## config.mk

```make
export PLATFORM = sky130hd
export DESIGN_NAME = reload_pwm_timer
export DESIGN_NICKNAME = d
export VERILOG_FILES = /design/src/rtl/rpt_pkg.sv /design/src/rtl/rpt_prescaler.sv /design/src/rtl/rpt_counter.sv /design/src/rtl/rpt_outgen.sv /design/src/rtl/rpt_regs.sv /design/src/rtl/reload_pwm_timer.sv
export SDC_FILE = /design/constraint.sdc
export NUM_CORES = 1
export LEC_CHECK = 0
export BUFFER_PORTS_ARGS = -buffer_cell sky130_fd_sc_hd__buf_2
export CAP_MARGIN = 0
export CORE_MARGIN = 8
export CORE_UTILIZATION = 50
export CTS_BUF_LIST = sky130_fd_sc_hd__clkbuf_8
export DETAILED_ROUTE_END_ITERATION = 8
export PLACE_DENSITY = 0.68
export REMOVE_ABC_BUFFERS = 1
export SLEW_MARGIN = 10
export SYNTH_ARGS = -nofsm -noshare
export SYNTH_HDL_FRONTEND = slang
export SYNTH_HIERARCHICAL = 1
export SYNTH_SLANG_ARGS = --single-unit
export TNS_END_PERCENT = 5
```

## constraint.sdc

```tcl
create_clock -name clk -period 3.5 [get_ports clk]
set_input_delay 0.35 -clock clk [delete_from_list [all_inputs] [get_ports clk]]
set_output_delay 0.35 -clock clk [all_outputs]
set_load 0.005 [all_outputs]
```

## src/rtl/rpt_pkg.sv

```systemverilog
// Package: shared types, register addresses and prescaler tap table for the
// reload PWM timer. Assumes an 8-bit counter reached through 4-bit digits.
package rpt_pkg;

    typedef enum logic [1:0] {
        OUT_LOW    = 2'b00,
        OUT_TOGGLE = 2'b01,
        OUT_PWM    = 2'b10,
        OUT_IDLE   = 2'b11
    } out_style_e;

    localparam logic [2:0] ADDR_CLKMODE = 3'd0;
    localparam logic [2:0] ADDR_OUTMODE = 3'd1;
    localparam logic [2:0] ADDR_DATA_LO = 3'd2;
    localparam logic [2:0] ADDR_DATA_HI = 3'd3;
    localparam logic [2:0] ADDR_CTRL    = 3'd4;

    // log2 of the division ratio for each tap select code
    function automatic int tap_log2(input int sel);
        case (sel)
            0:       return 1;
            1:       return 2;
            2:       return 3;
            3:       return 5;
            4:       return 7;
            5:       return 9;
            6:       return 10;
            default: return 11;
        endcase
    endfunction

endpackage

```

## src/rtl/rpt_prescaler.sv

```systemverilog
// Prescaler: free counter cleared while the timer is stopped; emits a one-cycle
// tick each time the selected low-order bits are all ones. Assumes every tap
// exponent fits in PRESC_W bits (larger ones are clipped).
module rpt_prescaler #(
    parameter int PRESC_W = 11,
    parameter int SEL_W   = 3
) (
    input  logic             clk,
    input  logic             rst_n,
    input  logic             run,
    input  logic [SEL_W-1:0] sel,
    output logic             tick
);
    import rpt_pkg::*;

    localparam int NUM_TAPS = 2 ** SEL_W;

    logic [PRESC_W-1:0]  presc_q;
    logic [NUM_TAPS-1:0] tap_hit;

    // Divider count: runs only while the timer runs, restarts from zero on start
    always_ff @(posedge clk) begin
        if (!rst_n || !run) begin
            presc_q <= '0;
        end else begin
            presc_q <= presc_q + 1'b1;
        end
    end

    generate
        for (genvar i = 0; i < NUM_TAPS; i++) begin : g_tap
            localparam int EXP = (tap_log2(i) > PRESC_W) ? PRESC_W : tap_log2(i);
            // Tap i fires on the last count of each 2**EXP window
            assign tap_hit[i] = &presc_q[EXP-1:0];
        end
    endgenerate

    // Tick only while running
    always_comb begin
        tick = run && tap_hit[sel];
    end

endmodule

```

## src/rtl/rpt_counter.sv

```systemverilog
// Counter core: 8-bit up-counter with free-running, reload and PWM wrap rules,
// overflow detection and the PWM threshold register. Assumes start and tick
// never coincide (start happens only while stopped).
module rpt_counter #(
    parameter int CNT_W      = 8,
    parameter int SHORT_LOG2 = 6
) (
    input  logic             clk,
    input  logic             rst_n,
    input  logic             tick,
    input  logic             start,
    input  logic             reload_en,
    input  logic             pwm_en,
    input  logic             short_en,
    input  logic [CNT_W-1:0] wreg,
    output logic [CNT_W-1:0] cnt,
    output logic [CNT_W-1:0] thr,
    output logic             ovf
);
    localparam logic [CNT_W-1:0] FULL_TOP  = {CNT_W{1'b1}};
    localparam logic [CNT_W-1:0] SHORT_TOP = CNT_W'((2 ** SHORT_LOG2) - 1);

    logic [CNT_W-1:0] top_val;
    logic [CNT_W-1:0] wrap_val;

    // Last count before wrap, and the value loaded at the wrap
    always_comb begin
        top_val  = (pwm_en && short_en) ? SHORT_TOP : FULL_TOP;
        wrap_val = (reload_en && !pwm_en) ? wreg : '0;
        ovf      = tick && (cnt == top_val);
    end

    // Count register: load on start, advance or wrap on each tick
    always_ff @(posedge clk) begin
        if (!rst_n) begin
            cnt <= '0;
        end else if (start) begin
            cnt <= pwm_en ? '0 : wreg;
        end else if (ovf) begin
            cnt <= wrap_val;
        end else if (tick) begin
            cnt <= cnt + 1'b1;
        end
    end

    // Threshold register: sampled from the write register only at start or overflow
    always_ff @(posedge clk) begin
        if (!rst_n) begin
            thr <= '0;
        end else if (start || ovf) begin
            thr <= wreg;
        end
    end

endmodule

```

## src/rtl/rpt_outgen.sv

```systemverilog
// Output generator: toggle flop and PWM comparator; selects the pin value from
// the output style. Assumes cnt stays below the short period in short PWM.
module rpt_outgen #(
    parameter int CNT_W      = 8,
    parameter int SHORT_LOG2 = 6
) (
    input  logic                clk,
    input  logic                rst_n,
    input  rpt_pkg::out_style_e style,
    input  logic                short_en,
    input  logic [CNT_W-1:0]    cnt,
    input  logic [CNT_W-1:0]    thr,
    input  logic                ovf,
    input  logic                start,
    output logic                pin
);
    import rpt_pkg::*;

    localparam int SHIFT = CNT_W - SHORT_LOG2;

    logic             tog_q;
    logic [CNT_W-1:0] thr_eff;
    logic             pwm_hi;

    // Toggle state: cleared on start, inverted on each overflow in toggle style
    always_ff @(posedge clk) begin
        if (!rst_n || start) begin
            tog_q <= 1'b0;
        end else if (ovf && style == OUT_TOGGLE) begin
            tog_q <= ~tog_q;
        end
    end

    // PWM compare against the full or scaled-down threshold
    always_comb begin
        thr_eff = short_en ? (thr >> SHIFT) : thr;
        pwm_hi  = cnt < thr_eff;
    end

    // Pin select by output style
    always_comb begin
        case (style)
            OUT_TOGGLE: pin = tog_q;
            OUT_PWM:    pin = pwm_hi;
            default:    pin = 1'b0;
        endcase
    end

endmodule

```

## src/rtl/rpt_regs.sv

```systemverilog
// Register file: mode registers, two-digit write register, run bit, request
// flag, lower-digit capture and read multiplexer. Assumes one-cycle strobes.
module rpt_regs #(
    parameter int CNT_W = 8,
    parameter int DIG_W = 4,
    parameter int SEL_W = 3
) (
    input  logic                clk,
    input  logic                rst_n,
    input  logic [2:0]          bus_addr,
    input  logic                bus_wr,
    input  logic                bus_rd,
    input  logic [DIG_W-1:0]    bus_wdata,
    output logic [DIG_W-1:0]    bus_rdata,
    input  logic [CNT_W-1:0]    cnt,
    input  logic                ovf,
    output logic [SEL_W-1:0]    clk_sel,
    output logic                reload_en,
    output rpt_pkg::out_style_e style,
    output logic                short_en,
    output logic                irq_mask,
    output logic [CNT_W-1:0]    wreg,
    output logic                run,
    output logic                start,
    output logic                flag
);
    import rpt_pkg::*;

    logic [DIG_W-1:0] clkmode_q;
    logic [DIG_W-1:0] outmode_q;
    logic [DIG_W-1:0] lo_latch_q;
    logic             wr_ctrl;
    logic             flag_clr;

    // Decode of control writes
    always_comb begin
        wr_ctrl  = bus_wr && (bus_addr == ADDR_CTRL);
        start    = wr_ctrl && bus_wdata[0] && !run;
        flag_clr = wr_ctrl && bus_wdata[1];
    end

    // Mode registers and write-register digits
    always_ff @(posedge clk) begin
        if (!rst_n) begin
            clkmode_q <= '0;
            outmode_q <= '0;
            wreg      <= '0;
        end else if (bus_wr) begin
            case (bus_addr)
                ADDR_CLKMODE: clkmode_q <= bus_wdata;
                ADDR_OUTMODE: outmode_q <= bus_wdata;
                ADDR_DATA_LO: wreg[DIG_W-1:0] <= bus_wdata;
                ADDR_DATA_HI: wreg[CNT_W-1:DIG_W] <= bus_wdata;
                default: ;
            endcase
        end
    end

    // Run bit follows control writes
    always_ff @(posedge clk) begin
        if (!rst_n) begin
            run <= 1'b0;
        end else if (wr_ctrl) begin
            run <= bus_wdata[0];
        end
    end

    // Sticky request flag, overflow has priority over a clear
    always_ff @(posedge clk) begin
        if (!rst_n) begin
            flag <= 1'b0;
        end else if (ovf) begin
            flag <= 1'b1;
        end else if (flag_clr) begin
            flag <= 1'b0;
        end
    end

    // Lower-digit capture on an upper-digit read
    always_ff @(posedge clk) begin
        if (!rst_n) begin
            lo_latch_q <= '0;
        end else if (bus_rd && bus_addr == ADDR_DATA_HI) begin
            lo_latch_q <= cnt[DIG_W-1:0];
        end
    end

    // Field split of mode registers
    always_comb begin
        clk_sel   = clkmode_q[SEL_W-1:0];
        reload_en = clkmode_q[3];
        style     = out_style_e'(outmode_q[1:0]);
        short_en  = outmode_q[2];
        irq_mask  = outmode_q[3];
    end

    // Read multiplexer
    always_comb begin
        case (bus_addr)
            ADDR_CLKMODE: bus_rdata = clkmode_q;
            ADDR_OUTMODE: bus_rdata = outmode_q;
            ADDR_DATA_LO: bus_rdata = lo_latch_q;
            ADDR_DATA_HI: bus_rdata = cnt[CNT_W-1:DIG_W];
            ADDR_CTRL:    bus_rdata = {{(DIG_W-2){1'b0}}, flag, run};
            default:      bus_rdata = '0;
        endcase
    end

endmodule

```

## src/rtl/reload_pwm_timer.sv

```systemverilog
// Top: eight-bit reload timer with toggle/PWM output and a masked overflow
// request, reached over a 4-bit digit bus. Assumes synchronous active-low reset.
module reload_pwm_timer #(
    parameter int DIG_W      = 4,
    parameter int SEL_W      = 3,
    parameter int PRESC_W    = 11,
    parameter int SHORT_LOG2 = 6
) (
    input  logic             clk,
    input  logic             rst_n,
    input  logic [2:0]       bus_addr,
    input  logic             bus_wr,
    input  logic             bus_rd,
    input  logic [DIG_W-1:0] bus_wdata,
    output logic [DIG_W-1:0] bus_rdata,
    output logic             tmr_out,
    output logic             irq
);
    import rpt_pkg::*;

    localparam int CNT_W = 2 * DIG_W;

    logic [SEL_W-1:0] clk_sel;
    logic             reload_en;
    out_style_e       style;
    logic             short_en;
    logic             irq_mask;
    logic [CNT_W-1:0] wreg;
    logic             run;
    logic             start;
    logic             flag;
    logic             tick;
    logic [CNT_W-1:0] cnt;
    logic [CNT_W-1:0] thr;
    logic             ovf;
    logic             pwm_en;

    // PWM style decode and masked request
    always_comb begin
        pwm_en = (style == OUT_PWM);
        irq    = flag && irq_mask;
    end

    rpt_regs #(.CNT_W(CNT_W), .DIG_W(DIG_W), .SEL_W(SEL_W)) u_regs (
        .clk(clk), .rst_n(rst_n), .bus_addr(bus_addr), .bus_wr(bus_wr),
        .bus_rd(bus_rd), .bus_wdata(bus_wdata), .bus_rdata(bus_rdata),
        .cnt(cnt), .ovf(ovf), .clk_sel(clk_sel), .reload_en(reload_en),
        .style(style), .short_en(short_en), .irq_mask(irq_mask), .wreg(wreg),
        .run(run), .start(start), .flag(flag)
    );

    rpt_prescaler #(.PRESC_W(PRESC_W), .SEL_W(SEL_W)) u_presc (
        .clk(clk), .rst_n(rst_n), .run(run), .sel(clk_sel), .tick(tick)
    );

    rpt_counter #(.CNT_W(CNT_W), .SHORT_LOG2(SHORT_LOG2)) u_cnt (
        .clk(clk), .rst_n(rst_n), .tick(tick), .start(start),
        .reload_en(reload_en), .pwm_en(pwm_en), .short_en(short_en),
        .wreg(wreg), .cnt(cnt), .thr(thr), .ovf(ovf)
    );

    rpt_outgen #(.CNT_W(CNT_W), .SHORT_LOG2(SHORT_LOG2)) u_out (
        .clk(clk), .rst_n(rst_n), .style(style), .short_en(short_en),
        .cnt(cnt), .thr(thr), .ovf(ovf), .start(start), .pin(tmr_out)
    );

endmodule

```

==> results.toml, run 1 <==
[synth]
ys_seq_elements = 50
synth_most_common_cell = "dfxtp_1"
yosysWarnings = 6
synth_seq_area_share_pct = 34.4
synthArstFlopShare_pct = 0
yosysTopAreaCell = "dfxtp_1"
synth_edf_count = 0
ys_top_cells_by_area = "dfxtp_1, mux2i_1, ha_1"
synth_top_area_share_pct = 34.4
synth_area_per_cell_um2 = 9.17
synth_cells = 317
synth.top_cells.by_count = "dfxtp_1, nand2_1, mux2i_1"
syn-cell-area_um2 = 2910
synth_cell_types = 63
synth_flop_cell = "dfxtp_1"

[worst_hold_path]
min_from = "bus_wdata[1]"
hold_depth = 2
hold_end = "u_regs/flag"
hp-class = "primary input to flop"

[setup_path]
rr_startpoint = "u_presc/presc_q[0]"
crit_buf_inv = 0
path_max_fanout = 5
arrival_ns = 3.05
r2r_slack_ns = 0.67
start_kind = "flop"
r2r_end = "u_out/tog_q"
cp.required_ns = 3.72
cp_slowest_cell = "dfxtp_1"
critical_path.cell_chain = "ha_1 > nand3_2 > nor3_1 > ha_1 > nand2_1 > o31ai_1 > nand2b_1 > a31oi_1 > nand3_1 > or2_2 > nor2_1 > nand2_1 > xor2_1 > nor3b_1"
cp-end-kind = "flop"
setup.worst_path.class = "flop to flop"
slowest_delay_ns = 0.40
critical_path.top_delay_family = "simple AND/OR/NAND/NOR gates"
worst-r2r-cell-count = 14

[outcome]
outcome = "finished, final reports clean"

[global_routing]
grt_usage_pct = 16.5
grt_pass1_wl_um = 11400
grt_max_degree = 55
grt_pass1_vias = 2412
grt_overflow = 0
antenna_found_initial = 0

[clocking]
cts.path.max_buffers = 2
cts_root_buf = "clkbuf_8"
cts_resized = 0
clk_latency_ns = 0.30
post_cts_buffers = 0
postCtsHoldBufs = 0
path_clk_slew_ns = 0.09
clkSinkCount = 50
cts_tree = "done"
htree_num_levels = 2
numCtsBuffers = 5

[placement]
place_area_um2 = 3010
dp_hpwl_um = 4840
routabilityCongestion = 0.832
port_buffers = 16

[floorplanning]
rows = 27
ios = 17
die_w_um = 92.2
die-area_um2 = 8510
die_h_um = 92.2
initial_core_util_pct = 52.1
core-area_um2 = 5570

[cells_and_area]
drive_gt1_share_pct = 13.7
fin_area_um2 = 3120
diodes = 0
area_growth_pct = 7.40
final_nets = 353

[route]
routed_wl_um = 6630
num_vias = 2378
wire_per_inst_um = 16.6
first_pass_iters = 4
first_iter_violations = 110
antenna_left = 0
routed_via_density = 5.95
drc = 0

[timing]
rsz0062_at_grt = "false"
setup_viol = 0
hold_violations = 0
slew_headroom_pct = 27.3
fin_skew_ns = 0.00679
timing.final.crit_period_ns = 2.83
tightest_slew_ns = 1.08
fin_crit_sh_pct = 80.9
tns_ns = 0
report.final.slew_viol_count = 0
max_freq_mhz = 353

[pwr]
powerDensity_nw_per_um2 = 336
max-vdd-ir-drop_mv = 0.174
leakagePower_nw = 1.14

[run]
max_cap_violations = 0
## kinds of logic (layout without fill, tap and decap cells)
logic type                 Yosys count  in the layout  share of synthesized area (%)
AOI/OAI and AO/OA                   57             57                           13.6
and+or+nand+nor                    127            127                           26.2
adders and majority gates           14             14                           6.03
xor gates and xnor gates             9              9                           2.71
DFF                                 50             50                           34.4
buffers and inverters               28             39                           4.48
muxes                               32             32                           12.5
## through the flow
stage	power [mW]	hold WS (ns)	util [%]	cells	setup slack, ns
6_report	1.05	0.315	56.0	400	0.669
5_1_grt	1.09	0.307	56.0	400	0.359
4_1_cts	1.06	0.315	56.0	400	0.669
3_5_place_dp	0.658	0.458	54.1	393	0.729
3_3_place_gp	0.657	0.448	54.1	393	0.871
2_1_floorplan	0.625	0.437	-	303	0.626
## sequential cells by signal, indices dropped and copies added, names as in the netlist
register and flops:
u_cnt/thr 8, u_out/tog_q 1, u_regs/lo_latch_q 4, u_regs/run 1, u_regs/flag 1, u_cnt/cnt 8, u_regs/outmode_q 4, u_regs/clkmode_q 4
u_presc/presc_q 11, u_regs/wreg 8
## worst max path at each step
stage                             startpoint     endpoint  slack, ns  depth (start not counted)
after global routing      u_presc/presc_q[0]  u_out/tog_q       0.36                         14
after global placement    u_presc/presc_q[0]  u_out/tog_q       0.87                         14
after detailed placement  u_presc/presc_q[0]  u_out/tog_q       0.73                         14
final                     u_presc/presc_q[0]  u_out/tog_q       0.67                         14
after CTS                 u_presc/presc_q[0]  u_out/tog_q       0.67                         14
after floorplan           u_presc/presc_q[0]  u_out/tog_q       0.63                         14
## where the power goes
part / internal (mW) / switching (mW) / total, mW / leakage [nW]
Sequential: 0.574 / 0.0102 / 0.584 / 0.403
Clock: 0.211 / 0.195 / 0.405 / 0.0542
Combinational: 0.0250 / 0.0353 / 0.0604 / 0.684
Total: 0.810 / 0.240 / 1.05 / 1.14
## cell type report
class | count | area (um2)
fill | 513 | 2450
multi-input combinational | 239 | 1780
sequential | 50 | 1000
timing repair buffer | 18 | 95.1
tap | 72 | 90.1
clock buffer | 5 | 68.8
inverter | 14 | 52.6
clock inverter | 2 | 38.8
## worst reg2reg max path, stage by stage, from the launching register on
cell	delay [ns]
dfxtp_1	0.40
ha_1	0.23
nand3_2	0.12
nor3_1	0.20
ha_1	0.17
nand2_1	0.05
o31ai_1	0.07
nand2b_1	0.08
a31oi_1	0.28
nand3_1	0.14
or2_2	0.34
nor2_1	0.24
nand2_1	0.11
xor2_1	0.15
nor3b_1	0.17
## cells in the final DEF (no fill, tap or decap), types with 4 or more instances in the layout
master / Yosys / final
dfxtp_1: 50 / 50
nand2_1: 33 / 33
mux2i_1: 27 / 27
nor2b_1: 21 / 21
o21ai_0: 17 / 17
buf_2: 3 / 16
nand3_1: 16 / 16
nor2_1: 15 / 15
inv_1: 14 / 14
ha_1: 14 / 14
a31oi_1: 7 / 7
clkbuf_8: 0 / 5
nand4_1: 5 / 5
and3_1: 5 / 5
xnor2_1: 5 / 5
xor2_1: 4 / 4
nand2b_1: 4 / 4
a22oi_1: 4 / 4
## per-layer routing
metal / GRT usage [%] / wire, um / vias up
met5: 0 / 0 / -
met4: 5.77 / 89 / 0
met3: 4.16 / 305 / 11
met2: 28.0 / 3230 / 53
met1: 19.5 / 3010 / 1144
li1: - / - / 1170
(Power assumes the default switching activity.)
==> run 2, diff against run 1 <==
clock period = 2.8 ns   (was 3.5 ns; I/O delays follow)
==> results.toml, run 2 (synthesis results as in run 1) <==
[timing]
max_freq_mhz = 384
fin_crit_sh_pct = 92.9
rsz0062_at_grt = "false"
hold_violations = 0
report.final.slew_viol_count = 0
tightest_slew_ns = 0.854
setup_viol = 0
timing.final.crit_period_ns = 2.60
worst_slack_ns = 0.199
fin_skew_ns = 0.00873
slew_headroom_pct = 43.0

[route]
num_vias = 2385
routed_wl_um = 6940
antenna_left = 0
first_pass_iters = 4
drc = 0
routed_via_density = 5.86
first_iter_violations = 160
wire_per_inst_um = 17.1

[floorplanning]
die_h_um = 92.2
die_w_um = 92.2
die-area_um2 = 8510
initial_core_util_pct = 52.1
core-area_um2 = 5570
rows = 27
ios = 17

[run]
max_cap_violations = 0

[pwr]
max-vdd-ir-drop_mv = 0.312
powerDensity_nw_per_um2 = 420
leakagePower_nw = 1.18
power_mw = 1.35

[cells_and_area]
nFillCells = 490
largest_reg_flops = 11
regMostFlops = "u_presc/presc_q"
final_common_cell = "dfxtp_1"
final_core_util_pct = 57.6
final_nets = 359
area_growth_pct = 10.4
final_cell_mix = "dfxtp_1, nand2_1, mux2i_1, nor2b_1, o21ai_0"
diodes = 0
drive_gt1_share_pct = 16.4

[worst_hold_path]
hp-class = "primary input to flop"
hold_depth = 2
hold_end = "u_regs/flag"
min_from = "bus_wdata[1]"

[setup_path]
critical_path.cell_chain = "ha_1 > nand3_2 > inv_1 > ha_1 > mux4_2 > o21ai_0 > a31oi_2 > nand3_1 > buf_4 > nor2_2 > a21oi_4 > buf_12 > mux2i_1"
rr_startpoint = "u_presc/presc_q[0]"
arrival_ns = 2.84
crit_buf_inv = 3
r2r_slack_ns = 0.20
setup.worst_path.class = "flop to flop"
cp_slowest_cell = "mux4_2"
critical_path.top_delay_family = "multiplexers"
start_kind = "flop"
worst-r2r-cell-count = 13
slowest_delay_ns = 0.45
cp-end-kind = "flop"
cp.required_ns = 3.04
r2r_end = "u_cnt/thr[3]"
path_max_fanout = 8
cpMostUsedCell = "ha_1"

[placement]
place_ws_ns = 0.123
dp_hpwl_um = 5020
routabilityCongestion = 0.886
port_buffers = 16

[global_routing]
grt_pass1_vias = 2433
grt_max_degree = 55
grt_pass1_wl_um = 12000
grt_usage_pct = 17.4
antenna_found_initial = 0
grt_overflow = 0

[clocking]
clk_latency_ns = 0.31
cts.path.max_buffers = 2
clkSinkCount = 50
htree_num_levels = 2
cts_tree = "done"
cts_root_buf = "clkbuf_8"
numCtsBuffers = 5
path_clk_slew_ns = 0.10

[outcome]
outcome = "finished, final reports clean"
[run 2: cell types whose count changed in the layout (fill, tap and decap cells not counted), sizes merged]
cell	delta
buf	+6
clkinv	-1
clkinvlp	+1
inv	+1
[run 2: per-stage QoR]
step,cells,area (um2),TNS [ns],hold slack [ns]
after floorplan,303,2830,-0.0736,0.380
after global placement,398,3050,0,0.444
after detailed placement,398,3050,0,0.454
after CTS,406,3170,0,0.242
after global routing,407,3210,0,0.235
final,407,3210,0,0.237
[run 2: per-layer routing]
metal | up-vias | GRT usage (%) | part of all wire, %
met5 | - | 0 | 0
met4 | 0 | 5.37 | 1.9
met3 | 12 | 4.24 | 5.5
met2 | 58 | 29.3 | 47
met1 | 1126 | 21.4 | 46
li1 | 1189 | - | -
[run 2: power by group]
| part | total, mW | internal [mW] | leakage, nW | switching (mW) |
|---|---|---|---|---|
| logic | 0.0805 | 0.0338 | 0.722 | 0.0467 |
| clock network | 0.538 | 0.273 | 0.0563 | 0.265 |
| registers | 0.730 | 0.718 | 0.403 | 0.0119 |
[run 2: cell type report]
| type | count | area (um2) | area share (%) |
|---|---|---|---|
| Clock inverter | 3 | 48.8 | 1.52 |
| Clock buffer | 5 | 68.8 | 2.15 |
| Inverter | 14 | 52.6 | 1.64 |
| Tap cell | 72 | 90.1 | 2.81 |
| Timing Repair Buffer | 24 | 153 | 4.76 |
| Sequential cell | 50 | 1000 | 31.2 |
| Multi-Input combinational cell | 239 | 1790 | 55.9 |
[run 2: what timing repair did]
item                                    CTS  global route
buffers inserted                          0             1
hold buffers                              0             0
endpoints found under the setup margin    0             5
gates resized for setup                   0             4
[run 2: how the worst max path moves through the flow]
| stage | start | endpoint | slack [ns] | cells past startpoint |
|---|---|---|---|---|
| global route | u_presc/presc_q[1] | u_cnt/cnt[1] | 0.01 | 13 |
| detailed placement | u_presc/presc_q[1] | u_out/tog_q | 0.12 | 14 |
| CTS | u_presc/presc_q[1] | u_out/tog_q | 0.08 | 14 |
| global placement | u_presc/presc_q[1] | u_out/tog_q | 0.19 | 14 |
| floorplan | u_presc/presc_q[0] | u_out/tog_q | -0.07 | 14 |
| finish | u_presc/presc_q[0] | u_cnt/thr[3] | 0.20 | 13 |
